File: src/rtl/hs_steer_pkg.sv
package hs_steer_pkg;

    // State of the emulated state-holding agreement element.
    typedef struct packed {
        logic held;
    } agree_state_t;

    // Width of a binary channel index for a given channel count.
    function automatic int idx_width(input int n);
        return (n > 1) ? $clog2(n) : 1;
    endfunction

endpackage

File: src/rtl/hs_agree.sv
module hs_agree
    import hs_steer_pkg::*;
(
    input  logic clk,
    input  logic rst_n,
    input  logic a,
    input  logic b,
    output logic y
);

    agree_state_t st_d, st_q;

    // Output follows the inputs only when they agree; otherwise it keeps its value.
    always_comb begin
        st_d = st_q;
        if (a && b) begin
            st_d.held = 1'b1;
        end else if (!a && !b) begin
            st_d.held = 1'b0;
        end
    end

    always_ff @(posedge clk or negedge rst_n) begin
        if (!rst_n) begin
            st_q <= '0;
        end else begin
            st_q <= st_d;
        end
    end

    assign y = st_q.held;

    AST_AGREE_HOLD: assert property (@(posedge clk) disable iff (!rst_n)
        (a != b) |=> $stable(y));

    AST_AGREE_RISE: assert property (@(posedge clk) disable iff (!rst_n)
        (a && b) |=> y);

    AST_AGREE_FALL: assert property (@(posedge clk) disable iff (!rst_n)
        (!a && !b) |=> !y);

endmodule

File: src/rtl/hs_demux.sv
module hs_demux
    import hs_steer_pkg::*;
#(
    parameter int N_CH = 4,
    parameter int W    = 8,
    localparam int SEL_W = idx_width(N_CH)
) (
    input  logic              clk,
    input  logic              rst_n,
    input  logic [SEL_W-1:0]  sel,
    input  logic              in_req,
    input  logic [W-1:0]      in_data,
    output logic              in_ack,
    output logic [N_CH-1:0]   out_req,
    output logic [N_CH*W-1:0] out_data,
    input  logic [N_CH-1:0]   out_ack
);

    // Pure gating: no state, the request follows select and input directly.
    for (genvar j = 0; j < N_CH; j++) begin : g_out
        assign out_req[j]        = in_req && (sel == SEL_W'(j));
        assign out_data[j*W +: W] = in_data;
    end

    always_comb begin
        in_ack = 1'b0;
        for (int j = 0; j < N_CH; j++) begin
            if (sel == SEL_W'(j)) begin
                in_ack = out_ack[j];
            end
        end
    end

    AST_DMX_ONEHOT: assert property (@(posedge clk) disable iff (!rst_n)
        $onehot0(out_req));

    AST_DMX_IDLE: assert property (@(posedge clk) disable iff (!rst_n)
        !in_req |-> (out_req == '0));

    AST_DMX_ACKSRC: assert property (@(posedge clk) disable iff (!rst_n)
        (out_ack == '0) |-> !in_ack);

endmodule

File: src/rtl/hs_mux.sv
module hs_mux
    import hs_steer_pkg::*;
#(
    parameter int N_CH = 4,
    parameter int W    = 8,
    localparam int SEL_W = idx_width(N_CH)
) (
    input  logic              clk,
    input  logic              rst_n,
    input  logic [SEL_W-1:0]  sel,
    input  logic [N_CH-1:0]   in_req,
    input  logic [N_CH*W-1:0] in_data,
    output logic [N_CH-1:0]   in_ack,
    output logic              out_req,
    output logic [W-1:0]      out_data,
    input  logic              out_ack
);

    logic [N_CH-1:0] req_int;
    logic            ack_held;

    // Internal request: select AND the corresponding input request.
    for (genvar i = 0; i < N_CH; i++) begin : g_in
        assign req_int[i] = in_req[i] && (sel == SEL_W'(i));
        assign in_ack[i]  = ack_held && (sel == SEL_W'(i));
    end

    assign out_req = |req_int;

    always_comb begin
        out_data = '0;
        for (int i = 0; i < N_CH; i++) begin
            if (req_int[i]) begin
                out_data = in_data[i*W +: W];
            end
        end
    end

    hs_agree u_agree (
        .clk   (clk),
        .rst_n (rst_n),
        .a     (out_req),
        .b     (out_ack),
        .y     (ack_held)
    );

    AST_MUX_ACK_ONEHOT: assert property (@(posedge clk) disable iff (!rst_n)
        $onehot0(in_ack));

    AST_MUX_STALL: assert property (@(posedge clk) disable iff (!rst_n)
        out_req |-> in_req[sel]);

    AST_MUX_ACK_WAITS_OUT: assert property (@(posedge clk) disable iff (!rst_n)
        $rose(ack_held) |-> $past(out_ack));

    AST_MUX_ACK_HOLDS: assert property (@(posedge clk) disable iff (!rst_n)
        $fell(ack_held) |-> !$past(out_ack));

endmodule

File: src/rtl/hs_steer.sv
module hs_steer
    import hs_steer_pkg::*;
#(
    parameter int N_CH = 4,
    parameter int W    = 8,
    localparam int SEL_W = idx_width(N_CH)
) (
    input  logic              clk,
    input  logic              rst_n,
    input  logic [SEL_W-1:0]  dmx_sel,
    input  logic              dmx_in_req,
    input  logic [W-1:0]      dmx_in_data,
    output logic              dmx_in_ack,
    output logic [N_CH-1:0]   dmx_out_req,
    output logic [N_CH*W-1:0] dmx_out_data,
    input  logic [N_CH-1:0]   dmx_out_ack,
    input  logic [SEL_W-1:0]  mux_sel,
    input  logic [N_CH-1:0]   mux_in_req,
    input  logic [N_CH*W-1:0] mux_in_data,
    output logic [N_CH-1:0]   mux_in_ack,
    output logic              mux_out_req,
    output logic [W-1:0]      mux_out_data,
    input  logic              mux_out_ack
);

    hs_demux #(.N_CH(N_CH), .W(W)) u_demux (
        .clk      (clk),
        .rst_n    (rst_n),
        .sel      (dmx_sel),
        .in_req   (dmx_in_req),
        .in_data  (dmx_in_data),
        .in_ack   (dmx_in_ack),
        .out_req  (dmx_out_req),
        .out_data (dmx_out_data),
        .out_ack  (dmx_out_ack)
    );

    hs_mux #(.N_CH(N_CH), .W(W)) u_mux (
        .clk      (clk),
        .rst_n    (rst_n),
        .sel      (mux_sel),
        .in_req   (mux_in_req),
        .in_data  (mux_in_data),
        .in_ack   (mux_in_ack),
        .out_req  (mux_out_req),
        .out_data (mux_out_data),
        .out_ack  (mux_out_ack)
    );

    AST_RESET_QUIET: assert property (@(posedge clk)
        !rst_n |-> (mux_in_ack == '0));

endmodule

File: config.mk
export PLATFORM = sky130hd
export DESIGN_NAME = hs_steer
export DESIGN_NICKNAME = d
export VERILOG_FILES = /design/src/rtl/hs_steer_pkg.sv /design/src/rtl/hs_agree.sv /design/src/rtl/hs_demux.sv /design/src/rtl/hs_mux.sv /design/src/rtl/hs_steer.sv
export SDC_FILE = /design/constraint.sdc
export NUM_CORES = 1
export LEC_CHECK = 0
export ABC_AREA = 1
export CELL_PAD_IN_SITES_DETAIL_PLACEMENT = 0
export CELL_PAD_IN_SITES_GLOBAL_PLACEMENT = 1
export CORE_UTILIZATION = 14
export DETAILED_ROUTE_END_ITERATION = 12
export PLACE_DENSITY_LB_ADDON = 0.25
export SLEW_MARGIN = 20
export SYNTH_ARGS = -nofsm -noshare
export SYNTH_HDL_FRONTEND = slang
export SYNTH_HIERARCHICAL = 1
export SYNTH_SLANG_ARGS = --single-unit
File: constraint.sdc
create_clock -name clk -period 1.52 [get_ports clk]
set_input_delay 0.152 -clock clk [delete_from_list [all_inputs] [get_ports clk]]
set_output_delay 0.152 -clock clk [all_outputs]
set_load 0.03 [all_outputs]
# Yosys cells after proc, flatten, opt, wreduce, memory -nomap -nowiden

Cells that the tools add are included.

Register bits: 1
Bits in latches: 0
RAM bits: 0
Memory bits (read-only): 0
Input bits: 56
Output and inout port bits: 50
Memories: 0

Add/subtract/negate cells: 0
$mul: 0
Divide/modulo/power cells: 0
Order comparisons: 0
Equal/unequal tests: 6
Shifts and indexed selects: 0
Muxes and demuxes: 10
Bitwise gates (word level): 0
Reduce and logical (&&, ||, !) cells: 20

Operators by type and width:

| operator           | number |
|---|---|
| $mux 8             | 4 |
| $logic_and 1x1->1  | 14 |
| $eq 2x2->1 const B | 4 |
| $mux 1             | 6 |
| $eq 2x1->1 const B | 2 |
| $logic_not 2->1    | 2 |
| $reduce_or 4->1    | 1 |
| $logic_not 1->1    | 2 |
| $reduce_bool 2->1  | 1 |

# Depth between registers and ports, before layout

Gate-level depths: netlist (run 1).

Word-level depth: 7
Mapped depth: 8

# Hierarchy

Netlist (run 1), hierarchy kept.

Modules (own cells, without submodules):

| module   | instances | cells each | area each (µm²) | seq. area each (µm²) |
|---|---|---|---|---|
| hs_mux   | 1         | 63         | 375.4           | 0.0 |
| hs_demux | 1         | 44         | 302.8           | 0.0 |
| hs_agree | 1         | 6          | 52.6            | 25.0 |

# Worst setup path after synthesis (run 1)

Ideal clock, no wire load.

Path type: input-to-reg
Start point: input port mux_in_req[2]
End point: register u_mux.u_agree.st_q (netlist: u_mux/u_agree/y)
Data arrival time: 1315 ps
Required time: 1404 ps
Setup slack: 89 ps
Stages: 7
Buffers on the path: 1
Path through: clkbuf_1 -> nand3_1 -> nand4_1 -> ha_1 -> inv_1 -> nand2_1 -> nand2_1

Longest elaborated chain between the ends: 5

RTL lines:

| item                               | line           | RTL |
|---|---|---|
| from (decl)                        | hs_steer.sv:18 | `input logic [N_CH-1:0] mux_in_req,` |
| $logic_and 1x1->1 *                | hs_mux.sv:24   | `assign req_int[i] = in_req[i] && (sel == SEL_W'(i));` |
| $reduce_or 4->1 *                  | hs_mux.sv:28   | `assign out_req = \|req_int;` |
| via mux_out_req                    | hs_steer.sv:21 | `output logic mux_out_req,` |
| $logic_not 1->1                    | hs_agree.sv:18 | `end else if (!a && !b) begin` |
| $logic_and 1x1->1                  | hs_agree.sv:18 |  |
| $reduce_bool 2->1 (no source line) | --             |  |
| to (signal assigned)               | hs_agree.sv:27 | `st_q <= st_d;` |
| to (decl)                          | hs_agree.sv:11 | `agree_state_t st_d, st_q;` |

The timed path passes the listed nets; every way through them passes the cells marked *.
A chain may end at the register's enable or synchronous reset.

# Worst setup path after layout (run 1)

Start point: input port mux_in_req[3]
End point: register u_mux.u_agree.st_q (netlist: u_mux/u_agree/y)

Longest elaborated chain between the ends: 5

RTL lines:

| item                               | line |
|---|---|
| $logic_and 1x1->1 *                | hs_mux.sv:24 |
| $reduce_or 4->1 *                  | hs_mux.sv:28 |
| $logic_not 1->1                    | hs_agree.sv:18 |
| $logic_and 1x1->1                  | hs_agree.sv:18 |
| $reduce_bool 2->1 (no source line) | -- |

Every way passes the cells marked *; elsewhere a longest branch is shown, timed or not.

==> results of run 1 <==
[where the power goes]
group	switching (mW)	internal, mW
registers	0.00295	0.0313
clock network	0	0
logic	0.186	0.194
total	0.189	0.225
[area by class of cell]
cell class,instances,area (um^2),area share
Multi-Input combinational cell,63,381.6,0.3154
Inverter,7,26.28,0.02172
Sequential cell,1,25.02,0.02068
Timing Repair Buffer,77,693.2,0.5729
Tap cell,67,83.83,0.06929
[final timing paths]
check                                   endpoint  slack, ns  cells past startpoint
worst max-delay path             u_mux/u_agree/y       0.11                      7
worst min-delay path             u_mux/u_agree/y       0.30                      1
worst max register to register   u_mux/u_agree/y       0.92                      2
worst min register to register   u_mux/u_agree/y       0.49                      2
max in group asynchronous        u_mux/u_agree/y       1.12                      1
min in group clk                dmx_out_data[23]       0.30                      0
[synth_stat cells (2+ instances only)]
master	number
inv_2	4
inv_1	3
nand2_1	4
buf_4	34
buf_2	4
nor3_1	4
nand3_1	15
nand4_1	34
clkbuf_4	2
nor3_2	4
[stage by stage]
stage | util | cell area, um^2 | setup TNS, ns | cells | hold WS [ns]
after floorplan | - | 730.7 | 0 | 113 | -0.1436
after global placement | 0.2485 | 1212 | -0.1689 | 215 | 0.3011
after detailed placement | 0.2485 | 1212 | -0.3128 | 215 | 0.3045
after CTS | 0.2479 | 1210 | 0 | 215 | 0.3045
after global routing | 0.2479 | 1210 | 0 | 215 | 0.3041
final | 0.2479 | 1210 | 0 | 215 | 0.3040
[logic make-up after synthesis]
logic type	count (synthesis)	share of synthesized area
adders and majority gates	1	0.01712
DFF	1	0.03424
and+or+nand+nor	62	0.5051
buffers and inverters	49	0.4435
[layer usage]
layer / part of all wire / GRT usage / wire length, um / up-vias
met1: 0.42 / 0.1308 / 1208 / 418
met2: 0.48 / 0.1879 / 1385 / 40
met4: 0 / 0.008386 / 0 / 0
met5: 0 / 0 / 0 / -
met3: 0.091 / 0.01084 / 261 / 0
li1: - / - / - / 454
[what timing repair did]
item / in CTS / in global routing
resized for setup: 2 / 0
endpoints found under the setup margin: 9 / 0
hold endpoints to repair: 0 / 0
==> results.py, run 1 <==
metrics = {
    "outcome": {
        "outcome": "finished clean",
    },
    "final_layout": {
        "layout.nets": 207,
        "diodes": 0,
        "mostFrequentLayoutCells": "clkdlybuf4s50_1 (45), nand4_1 (34), buf_4 (30)",
        "drive_above_1_share": 0.2635,
        "num-fill-cells": 545,
        "syn2layout_area_growth_pct": 65.58,
        "largest_reg_flops": 1,
        "layout_commonest_cell": "clkdlybuf4s50_1",
    },
    "clocking": {
        "path_clk_slew_ns": 0,
        "insertion_delay_ns": 0,
        "cts_setup_buffers": 0,
        "ctsHoldBuffers": 0,
    },
    "synthesis": {
        "synth_ff_type": "dfrtp_1",
        "syn_nets": 170,
        "ys_types": 15,
        "synth-async-reset-ratio": 1.000,
        "synth_area_leader_cell": "buf_4",
        "synth_top_area_share": 0.3493,
        "ys_seq_elements": 1,
        "syn_area_um2": 730.7,
        "avgSynthCellArea_um2": 6.466,
        "synth_area_leaders": "buf_4 (35%), nand4_1 (29%), nand3_1 (10%), nor3_2 (5.5%), dfrtp_1 (3.4%)",
        "synth_warnings": 6,
        "netlist_instances": 113,
        "ys_seq_area_frac": 0.03425,
        "synth-edff-count": 0,
    },
    "job": {
        "maxCapViolCount": 0,
    },
    "global_routing": {
        "grt_pass1_wl_mm": 4.416,
        "grt_max_degree": 17,
        "antenna_found_initial": 0,
        "grt_pass1_vias": 931,
        "track_usage": 0.1014,
        "overflow": 0,
    },
    "floorplanning": {
        "die_w_um": 74.25,
        "num_rows": 25,
        "die_y_um": 74.25,
        "start_util": 0.1497,
        "num_io_pins": 106,
        "dieArea_um2": 5512,
        "fp.coreArea_um2": 4880,
    },
    "worst_setup_path": {
        "worstReg2RegStart": "u_mux/u_agree/y",
        "crit_buf_inv": 2,
        "cp_slowest_stage_delay_ns": 0.43,
        "critPathCaptureType": "flop",
        "crit_chain": "clkdlybuf4s50_1, nand3_1, nand4_1, ha_1, inv_1, nand2_1, nand2_1",
        "cp_top_family": "buffers and inverters",
        "crit_type": "input port to flop",
        "setup.worst_path.start": "mux_in_req[3]",
        "worstPathRequired_ns": 1.40,
        "crit_top_cell": "nand2_1",
        "slowest_stage": "clkdlybuf4s50_1",
        "start_kind": "input port",
        "cp.arrival_ns": 1.29,
        "critPathMaxFanout": 2,
    },
    "sta": {
        "min_period_over_period": 0.9250,
        "finalWorstPathRequiredPeriod_ns": 1.406,
        "relSlewSlack": 0.8458,
        "setup_viol": 0,
        "final-hold-violation-count": 0,
        "setup_ws_ns": 0.1140,
        "tightestPinTransition_ns": 0.2313,
        "rsz0062_at_grt": "false",
        "finClkSkew_ns": 0,
        "maxClockFrequency_mhz": 711.2,
        "slew_violations": 0,
    },
    "hold_path": {
        "hold_class": "input port to async pin",
    },
    "place": {
        "dp_hpwl_mm": 2.392,
        "pre_cts_ws_ns": -0.1102,
        "place_congestion": 0.7931,
        "portBuffers": 65,
    },
    "detailed_routing": {
        "avgViaCountPerCell": 4.242,
        "drc": 0,
        "avgRoutedWirePerCell_um": 13.28,
        "routed_wl_mm": 2.856,
        "drt_iter0_markers": 42,
        "vias": 912,
        "drtAntennaViolNets": 0,
        "first_pass_iters": 4,
    },
    "power_and_ir_drop": {
        "power_leakage_nw": 0.4872,
        "power.density_nw_per_um2": 342.5,
        "finalPower_uw": 414.3,
        "ir_drop_mv": 0.09411,
    },
}
No activity file was read; power rests on OpenSTA's default activity.
==> run 2: changes to the inputs <==
Settings changed: CORE_ASPECT_RATIO from default to 0.7, CORE_UTILIZATION 14 to 12.
Clock period 1.52 ns to 1.1 ns, I/O delays scaled along.
==> run 2 against run 1 <==
- total power is 55% higher
- combinational power is 56% higher
- final cell count increased by 5.6%
- global-route usage down 0.49 points
- first-iteration DRC count rose by 17%
- clock skew unchanged
- worst setup slack lost 0.11 ns
- utilization fell by 1.1 points
- sequential share of layout area is 0.24 points lower
- critical path depth up 1
- design area grew 13%
- hold slack worse by 0.084 ns
==> results.py, run 2 (synthesis gave the netlist of run 1 again) <==
metrics = {
    "floorplanning": {
        "start_util": 0.1263,
        "num_rows": 23,
        "fp.coreArea_um2": 5784,
        "num_io_pins": 106,
        "dieArea_um2": 6410,
        "die_y_um": 67.29,
        "die_w_um": 95.27,
    },
    "sta": {
        "finClkSkew_ns": 0,
        "rsz0062_at_grt": "true",
        "min_period_over_period": 0.9943,
        "finalWorstPathRequiredPeriod_ns": 1.094,
        "maxClockFrequency_mhz": 914.3,
        "setup_viol": 0,
        "slew_violations": 0,
        "tightestPinTransition_ns": 0.2087,
        "relSlewSlack": 0.8609,
        "final-hold-violation-count": 0,
    },
    "global_routing": {
        "grt_pass1_vias": 921,
        "grt_pass1_wl_mm": 4.781,
        "grt_max_degree": 15,
        "track_usage": 0.09650,
        "overflow": 0,
        "antenna_found_initial": 0,
    },
    "worst_setup_path": {
        "timing.rr.end": "u_mux/u_agree/y",
        "worstPathRequired_ns": 0.98,
        "critPathMaxFanout": 7,
        "critPathCaptureType": "flop",
        "start_kind": "input port",
        "cp.arrival_ns": 0.98,
        "crit_type": "input port to flop",
        "worstReg2RegStart": "u_mux/u_agree/y",
        "r2r_cells": 2,
        "ff2ff_setup_slack_ns": 0.53,
    },
    "outcome": {
        "outcome": "finished clean",
    },
    "place": {
        "dp_hpwl_mm": 2.848,
        "portBuffers": 65,
        "place_inst": 226,
        "place_congestion": 0.6506,
    },
    "final_layout": {
        "drive_above_1_share": 0.3684,
        "syn2layout_area_growth_pct": 87.33,
        "layout.cells.non_filler": 227,
        "mostFrequentLayoutCells": "clkdlybuf4s50_1 (34), nand4_1 (34), buf_4 (20)",
        "largest_reg_flops": 1,
        "diodes": 0,
        "layout.nets": 211,
    },
    "power_and_ir_drop": {
        "power.density_nw_per_um2": 467.7,
        "ir_drop_mv": 0.1165,
        "power_leakage_nw": 0.5831,
        "finalPower_uw": 640.2,
    },
    "clocking": {
        "insertion_delay_ns": 0,
        "ctsHoldBuffers": 0,
        "path_clk_slew_ns": 0,
    },
    "detailed_routing": {
        "vias": 955,
        "drt_iter0_markers": 49,
        "avgViaCountPerCell": 4.207,
        "routed_wl_mm": 3.343,
        "drtAntennaViolNets": 0,
        "drc": 0,
        "first_pass_iters": 4,
        "avgRoutedWirePerCell_um": 14.73,
    },
    "hold_path": {
        "whs_path_depth": 0,
        "hold_class": "input port to primary output",
        "whs_endpoint": "dmx_out_data[29]",
        "hp-start": "dmx_in_data[5]",
    },
    "job": {
        "maxCapViolCount": 0,
    },
}
## run 2: cell count changes in the layout (fill, tap and decap cells not counted), moves of 5 or more
cell | before | now
buf_4 | 30 | 20
buf_6 | 0 | 14
clkdlybuf4s50_1 | 45 | 34
dlymetal6s2s_1 | 0 | 5
nand3_1 | 15 | 9
nand3_2 | 0 | 6
## run 2: final cells by class
type | count | area, um^2
inverter | 7 | 36.28
timing repair buffer | 81 | 787.0
tap | 75 | 93.84
multi-input combinational | 63 | 426.7
fill | 662 | 4415
sequential | 1 | 25.02
## run 2: per-stage QoR
step            TNS, ns  hold slack (ns)  utilization  area, um^2  setup WS (ns)
3_5_place_dp     -5.877           0.2205       0.2196        1270        -0.5349
5_1_grt         -0.1034           0.2201       0.2366        1369        -0.1034
3_3_place_gp     -5.526           0.2205       0.2196        1270        -0.5042
2_1_floorplan   -0.2715          -0.1856            -       842.1        -0.1956
4_1_cts        -0.01916           0.2205       0.2276        1316       -0.01916
6_report              0           0.2200       0.2366        1369       0.006243
## run 2: worst max-delay path by stage
| stage | end | depth (start not counted) | slack, ns | from |
|---|---|---|---|---|
| finish | u_mux/u_agree/y | 8 | 0.006 | mux_sel[0] |
| global route | u_mux/u_agree/y | 8 | -0.10 | mux_sel[0] |
| CTS | u_mux/u_agree/y | 9 | -0.02 | mux_sel[0] |
| detailed placement | u_mux/u_agree/y | 8 | -0.53 | mux_sel[1] |
| global placement | u_mux/u_agree/y | 8 | -0.50 | mux_sel[1] |
| floorplan | u_mux/u_agree/y | 7 | -0.20 | mux_in_req[2] |
## run 2: where the power goes
part | switching (mW) | internal [mW] | total (mW) | leakage (nW)
Sequential | 0.00301 | 0.0433 | 0.0463 | 0.0132
Clock | 0 | 0 | 0 | 0
Combinational | 0.290 | 0.304 | 0.594 | 0.570
Total | 0.293 | 0.348 | 0.640 | 0.583
## run 2: what timing repair did
action / in CTS / in global routing
resized for setup: 32 / 20
setup endpoints to repair: 19 / 11
gates cloned: 0 / 0
pin swaps: 7 / 13
hold endpoints to repair: 0 / 0
buffers inserted: 3 / 1
## run 2: layer usage
metal / share of wire / GRT usage
met1: 0.44 / 0.1384
met2: 0.47 / 0.1554
met3: 0.093 / 0.01914
met4: 0.00060 / 0.003788
met5: 0 / 0
## run 2: worst max-delay path, cell delays in order
cell     delay, ns
buf_6         0.09
buf_8         0.13
nand3_2       0.06
nand4_1       0.12
ha_1          0.32
inv_1         0.04
nand2_1       0.05
nand2_1       0.05
